<file path="src/rtl/guess_pkg.sv">
// Package for the guessing game: state codes, lamp count and the
// helper functions that map states to lamps. Assumes four lamps.
package guess_pkg;

    localparam int NUM_LAMPS = 4;

    // Gray-style codes; the two remaining 3-bit codes are unused.
    typedef enum logic [2:0] {
        ST_S1  = 3'b000,
        ST_S2  = 3'b001,
        ST_S4  = 3'b010,
        ST_S3  = 3'b011,
        ST_OK  = 3'b100,
        ST_ERR = 3'b101
    } gstate_t;

    // Lamp pattern shown by a play state; zero for result states.
    function automatic logic [NUM_LAMPS-1:0] state_lamps(gstate_t s);
        case (s)
            ST_S1:   return 4'b0001;
            ST_S2:   return 4'b0010;
            ST_S3:   return 4'b0100;
            ST_S4:   return 4'b1000;
            default: return 4'b0000;
        endcase
    endfunction

    // Next play state in the rotation.
    function automatic gstate_t step_next(gstate_t s);
        case (s)
            ST_S1:   return ST_S2;
            ST_S2:   return ST_S3;
            ST_S3:   return ST_S4;
            default: return ST_S1;
        endcase
    endfunction

    // Play state that lights lamp index i.
    function automatic gstate_t lamp_code(int i);
        case (i)
            0:       return ST_S1;
            1:       return ST_S2;
            2:       return ST_S3;
            default: return ST_S4;
        endcase
    endfunction

endpackage

</file>
<file path="src/rtl/guess_lfsr.sv">
// Fibonacci shift register that produces the random advance enable.
// It shifts every clock and never stays at zero. Assumes W >= 2.
module guess_lfsr #(
    parameter int          W     = 8,
    parameter logic [W-1:0] TAPS = 8'hB8,
    parameter logic [W-1:0] SEED = 8'h01,
    parameter int          EN_A  = 0,
    parameter int          EN_B  = 1
) (
    input  logic clk,
    input  logic rst_n,
    output logic adv_en
);

    logic [W-1:0] q;
    logic [W-1:0] q_next;

    // Shift with the XOR of the tapped bits fed into bit 0.
    assign q_next = {q[W-2:0], ^(q & TAPS)};

    // Register update: seed on reset and escape from the zero lock-up value.
    always_ff @(posedge clk) begin
        if (!rst_n)
            q <= SEED;
        else if (q == '0)
            q <= SEED;
        else
            q <= q_next;
    end

    assign adv_en = q[EN_A] & q[EN_B];

endmodule

</file>
<file path="src/rtl/guess_fsm.sv">
// Game state register and next-state logic. Buttons are judged every
// cycle; the rotation steps only when adv_en is high. Unused codes
// return to the first play state.
module guess_fsm
    import guess_pkg::*;
(
    input  logic                 clk,
    input  logic                 rst_n,
    input  logic [NUM_LAMPS-1:0] btn,
    input  logic                 adv_en,
    output gstate_t              state
);

    gstate_t nxt;
    logic    any_btn;
    logic    hit;

    assign any_btn = |btn;
    assign hit     = (btn == state_lamps(state));

    // Next state: a press beats an advance; results wait for release.
    always_comb begin
        nxt = state;
        case (state)
            ST_S1, ST_S2, ST_S3, ST_S4: begin
                if (any_btn)
                    nxt = hit ? ST_OK : ST_ERR;
                else if (adv_en)
                    nxt = step_next(state);
            end
            ST_OK, ST_ERR: begin
                if (!any_btn)
                    nxt = ST_S1;
            end
            default: nxt = ST_S1;
        endcase
    end

    // State register with synchronous active-low reset.
    always_ff @(posedge clk) begin
        if (!rst_n)
            state <= ST_S1;
        else
            state <= nxt;
    end

endmodule

</file>
<file path="src/rtl/guess_decode.sv">
// Moore output decode: each lamp from its own play-state code and the
// error line from the error-state code only.
module guess_decode
    import guess_pkg::*;
(
    input  gstate_t              state,
    output logic [NUM_LAMPS-1:0] lamp,
    output logic                 err
);

    // One comparator per lamp.
    for (genvar i = 0; i < NUM_LAMPS; i++) begin : g_lamp
        assign lamp[i] = (state == lamp_code(i));
    end

    assign err = (state == ST_ERR);

endmodule

</file>
<file path="src/rtl/guess_game_top.sv">
// Top of the random-dwell guessing game. Assumes btn is debounced and
// synchronous to clk; reset is synchronous and active low.
module guess_game_top (
    input  logic       clk,
    input  logic       rst_n,
    input  logic [3:0] btn,
    output logic [3:0] lamp,
    output logic       err
);
    import guess_pkg::*;

    logic    adv_en;
    gstate_t state;

    guess_lfsr #(
        .W    (8),
        .TAPS (8'hB8),
        .SEED (8'h01),
        .EN_A (0),
        .EN_B (1)
    ) u_lfsr (
        .clk    (clk),
        .rst_n  (rst_n),
        .adv_en (adv_en)
    );

    guess_fsm u_fsm (
        .clk    (clk),
        .rst_n  (rst_n),
        .btn    (btn),
        .adv_en (adv_en),
        .state  (state)
    );

    guess_decode u_dec (
        .state (state),
        .lamp  (lamp),
        .err   (err)
    );

endmodule

</file>
<file path="config.mk">
export PLATFORM = sky130hd
export DESIGN_NAME = guess_game_top
export DESIGN_NICKNAME = d
export VERILOG_FILES = /design/src/rtl/guess_pkg.sv /design/src/rtl/guess_lfsr.sv /design/src/rtl/guess_fsm.sv /design/src/rtl/guess_decode.sv /design/src/rtl/guess_game_top.sv
export SDC_FILE = /design/constraint.sdc
export NUM_CORES = 1
export LEC_CHECK = 0
export ABC_AREA = 1
export ABC_CLOCK_PERIOD_IN_PS = 2700
export BUFFER_PORTS_ARGS = -buffer_cell sky130_fd_sc_hd__buf_2
export CELL_PAD_IN_SITES_DETAIL_PLACEMENT = 1
export CELL_PAD_IN_SITES_GLOBAL_PLACEMENT = 1
export CORE_MARGIN = 5
export CORE_UTILIZATION = 39
export CTS_CLUSTER_DIAMETER = 100
export DETAILED_ROUTE_END_ITERATION = 7
export PLACE_DENSITY_LB_ADDON = 0.1
export SYNTH_ARGS = -nofsm -noshare
export SYNTH_HDL_FRONTEND = slang
export SYNTH_SLANG_ARGS = --single-unit
</file>
<file path="constraint.sdc">
create_clock -name clk -period 2.7 [get_ports clk]
set_clock_uncertainty 0.2 [all_clocks]
set_input_delay 0.405 -clock clk [delete_from_list [all_inputs] [get_ports clk]]
set_output_delay 0.405 -clock clk [all_outputs]
set_load 0.05 [all_outputs]
</file>
; Word level (Yosys, flattened, before mapping)
; Index checks and enable logic that the tools add are counted.
[totals]
in_bits = 6
wordCells = 27
out_inout_bits = 5
register_bits = 11
[classes]
reduce_logical = 8
mux = 7
n_eq_ne = 8
bitwise_logic = 2
[op_table]
columns = operator, count
row1 = $pmux 4 s4, 1
row2 = $mux 3, 3
row3 = $logic_not 8->1, 1
row4 = $reduce_or 4->1, 2
row5 = $reduce_xor 8->1, 1
row6 = $eq 3x2->1 const B, 2
row7 = $eq 3x3->1 const B, 2
row8 = $pmux 2 s3, 1
row9 = $pmux 3 s2, 1
row10 = $eq 4x4->1, 1
row11 = $reduce_or 2->1, 2
row12 = $eq 3x1->1 const B, 1
row13 = $logic_not 3->1, 1
row14 = $ne 3x2->1 const B, 1
row15 = $ne 2x2->1 const B, 1
row16 = $reduce_and 2->1, 1
row17 = $and 1x1->1, 1
row18 = $mux 1, 1
row19 = $not 1->1, 1

; Depth between registers and ports, before layout
[logic_depth]
word_depth = 6
depth_mapped = 9
mapped_depth_nobuf = 8

; Hierarchy
; From an unflattened synthesis, not the netlist that was laid out.
[unflattened]
cells_unflattened = 90
hier_area_um2 = 571.8
[by_module_without_submodules]
columns = mod, n_inst, cells_per_inst, area_each_um2, seq_area_each_um2
row1 = guess_lfsr, 1, 42, 306.5, 160.2
row2 = guess_fsm, 1, 37, 221.5, 60.1
row3 = guess_decode, 1, 11, 43.8, 0.0

; Worst setup path after synthesis
; OpenSTA, ideal clock, no wires.
[synth_timing]
path_kind = register to output
start = register u_fsm.state[2]
end = output err
required_time_ns = 2.095
path_slack_ns = 0.525
stages_incl_launch_ff = 4
arrival_time_ns = 1.570
path_buffers = 1
cell_sequence = dfxtp_1 > buf_4 > inv_2 > nor3_1
[synth_via]
elab_chain_cells = 1
[synth_lines]
columns = element, line_no
row1 = start: declaration, guess_fsm.sv:11  ; output gstate_t state
row2 = start signal: assignment, guess_fsm.sv:44  ; state <= nxt;
row3 = $eq 3x3->1, guess_decode.sv:16  ; assign err = (state == ST_ERR);
row4 = end: declaration, guess_game_top.sv:8  ; output logic err
; No other way between the ends.

; Final worst setup path
; Same ends and word-level chain as after synthesis.

==> impl_metrics.tcl <==
set metrics [dict create \
    status "finished, final reports clean" \
    fin_tns_setup_ns 0 \
    remaining_drc_errors 0 \
    yosysMostFrequentCell "inv_1" \
    synth_nets 91 \
    power_leakage_nw 0.340 \
    peakVddDrop_v 0.000322 \
    postSynthCellCount 84 \
    avgViaCountPerCell 5.08 \
    synth_edf_count 0 \
    max_clock_freq_mhz 513 \
    yosys_warnings 0 \
    nFillCells 214 \
    drive_gt1_frac 0.198 \
    synth_top_cell_area_share 0.371 \
    grt_pass1_vias 566 \
    die_area_sq_um 2400 \
    min_period_ns 1.95 \
    path_clk_slew_ns 0.07 \
    clk_latency_ns 0.27 \
    ys.flop_type "dfxtp_1" \
    syn_area_sq_um 593 \
    dieHeight_um 49.0 \
    grt_usage 0.119 \
    routedWlPerCell_um 11.8 \
    synthTopCellsByArea "dfxtp_1 37%, inv_1 9.5%, nand2_1 8.9%, nand3_1 8.4%, nor3_1 6.8%" \
    cts.sinks 11 \
    syn_avg_cell_area_sq_um 7.06 \
    cts_max_path_buffers 2 \
    gp_congestion 0.788 \
    ctsResizeCount 0 \
    antenna_found_initial 0 \
    wirelength_mm 1.32 \
    placement_rows 14 \
    vias 569 \
    finalNetCount 104 \
    arrival_ns 1.34 \
    ys_seq_area_frac 0.371 \
    hold_buffers 0 \
    finalSetupViolations 0 \
    ys_ff_latch 11 \
    dp_hpwl_mm 1.05 \
    antennaDiodeCount 0 \
    fin_util 0.456 \
    worst_pin_slew_ns 0.422 \
    numCtsBuffers 3 \
    slew_headroom 0.716 \
    hp-class "reg -> reg" \
    path_max_fanout 8 \
    drtIter0Drc 8 \
    maxCapViolCount 0 \
    ios 11 \
    critPathSlowestCell "dfxtp_1" \
    drtPass1Iterations 4 \
    cts-root-buf "clkbuf_4" \
    initial_core_util 0.403 \
    grt_max_degree 11 \
    area_delta_synth_final_pct 13.1 \
    cts_tree "built" \
    critPathLaunchType "flop" \
    synth_top_cell_by_area "dfxtp_1" \
    rsz0062_at_grt "no" \
    end_kind "primary output" \
    cp_data_required_time_ns 2.10 \
    async_flop_share 0 \
    core_area_sq_um 1470 \
    synth_cell_type_count 20 \
    htree_levels 1 \
    yosys-top-cells-count "15 x inv_1, 14 x nand2_1, 11 x dfxtp_1" \
    port_buffers 10 \
    fp.dieW_um 49.0 \
    critical_path.top_delay_family "flip-flops" \
    slew_violations 0 \
    powerDensity_nw_per_um2 571 \
    post_cts_buffers 0 \
    cp_num_buf_inv 2 \
    cp_slowest_stage_delay_ns 0.50 \
    period_share 0.722 \
    grt_pass1_wl_mm 2.30 \
    worstSetupPathType "reg -> out" \
    gr-total-overflow 0 \
    crit_chain "inv_2 -> nor3_1 -> buf_2" \
    hold_viol 0 \
    postRouteAntennaNets 0 \
]
## logic make-up (layout without fill, tap and decap cells)
| family | count (synthesis) | count (layout) | synth area share |
|---|---|---|---|
| AO/OA/AOI/OAI | 6 | 6 | 0.0612 |
| flip-flops | 11 | 11 | 0.371 |
| buffers and inverters | 20 | 32 | 0.146 |
| adder cells (fa/ha/maj) | 1 | 1 | 0.0211 |
| XOR/XNOR | 3 | 3 | 0.0443 |
| AND/OR/NAND/NOR | 43 | 43 | 0.357 |
## area by class of cell
type	instances	area, sq um	share of cell area
multi-input combinational	53	287	0.427
sequential	11	220	0.328
inverter	18	67.6	0.101
timing repair buffer	10	50.0	0.0746
clock buffer	4	26.3	0.0392
tap	16	20.0	0.0299
## cell usage in the layout (no fill, tap or decap), drive strengths merged, types with 2 or more instances in the layout
cell / n
nand3: 10
buf: 10
nand2: 14
dfxtp: 11
nand4: 2
a21oi: 4
nor2: 8
xor2: 2
clkbuf: 4
inv: 17
nor3: 8
## power by group
group	total (mW)	internal [mW]	switching, mW	leakage (nW)
clock network	0.111	0.0572	0.0537	0.0150
logic	0.0887	0.0269	0.0618	0.235
registers	0.183	0.173	0.0102	0.0901
## flip-flops by register name (all words and copies together) (netlist names)
| signal | count |
|---|---|
| u_lfsr.q | 8 |
| u_fsm.state | 3 |
## tightest hold or removal path, stage by stage, from the launching register on
cell and delay [ns]:
dfxtp_1 0.30, inv_1 0.07, nor3_1 0.05
## routing by layer
metal | GRT usage | part of all wire | vias to the layer above | wire length [um]
met5 | 0 | 0 | - | 0
met2 | 0.228 | 0.52 | 10 | 686
met4 | 0.0538 | 0.020 | 0 | 27
met3 | 0.0398 | 0.051 | 4 | 68
li1 | - | - | 290 | -
met1 | 0.111 | 0.41 | 265 | 540
## path summary, 6_finish.rpt
check             slack (ns)           to           start  cells after the start
setup / recovery        0.75          err  u_fsm.state[2]                      3
hold / removal          0.25  u_lfsr.q[3]     u_lfsr.q[2]                      2
setup reg to reg        1.16  u_lfsr.q[7]     u_lfsr.q[4]                      7
hold reg to reg         0.25  u_lfsr.q[3]     u_lfsr.q[2]                      2
## per-stage QoR
stage	cells	worst slack (ns)	cell area, sq um	power (mW)	hold slack, ns
4_1_cts	112	0.750	671	0.386	0.263
3_5_place_dp	108	1.05	644	0.275	0.242
2_1_floorplan	84	0.525	593	0.255	0.224
6_report	112	0.751	671	0.383	0.252
3_3_place_gp	108	1.08	644	0.274	0.241
5_1_grt	112	0.681	671	0.410	0.281
No activity file was read; power rests on OpenSTA's default activity.
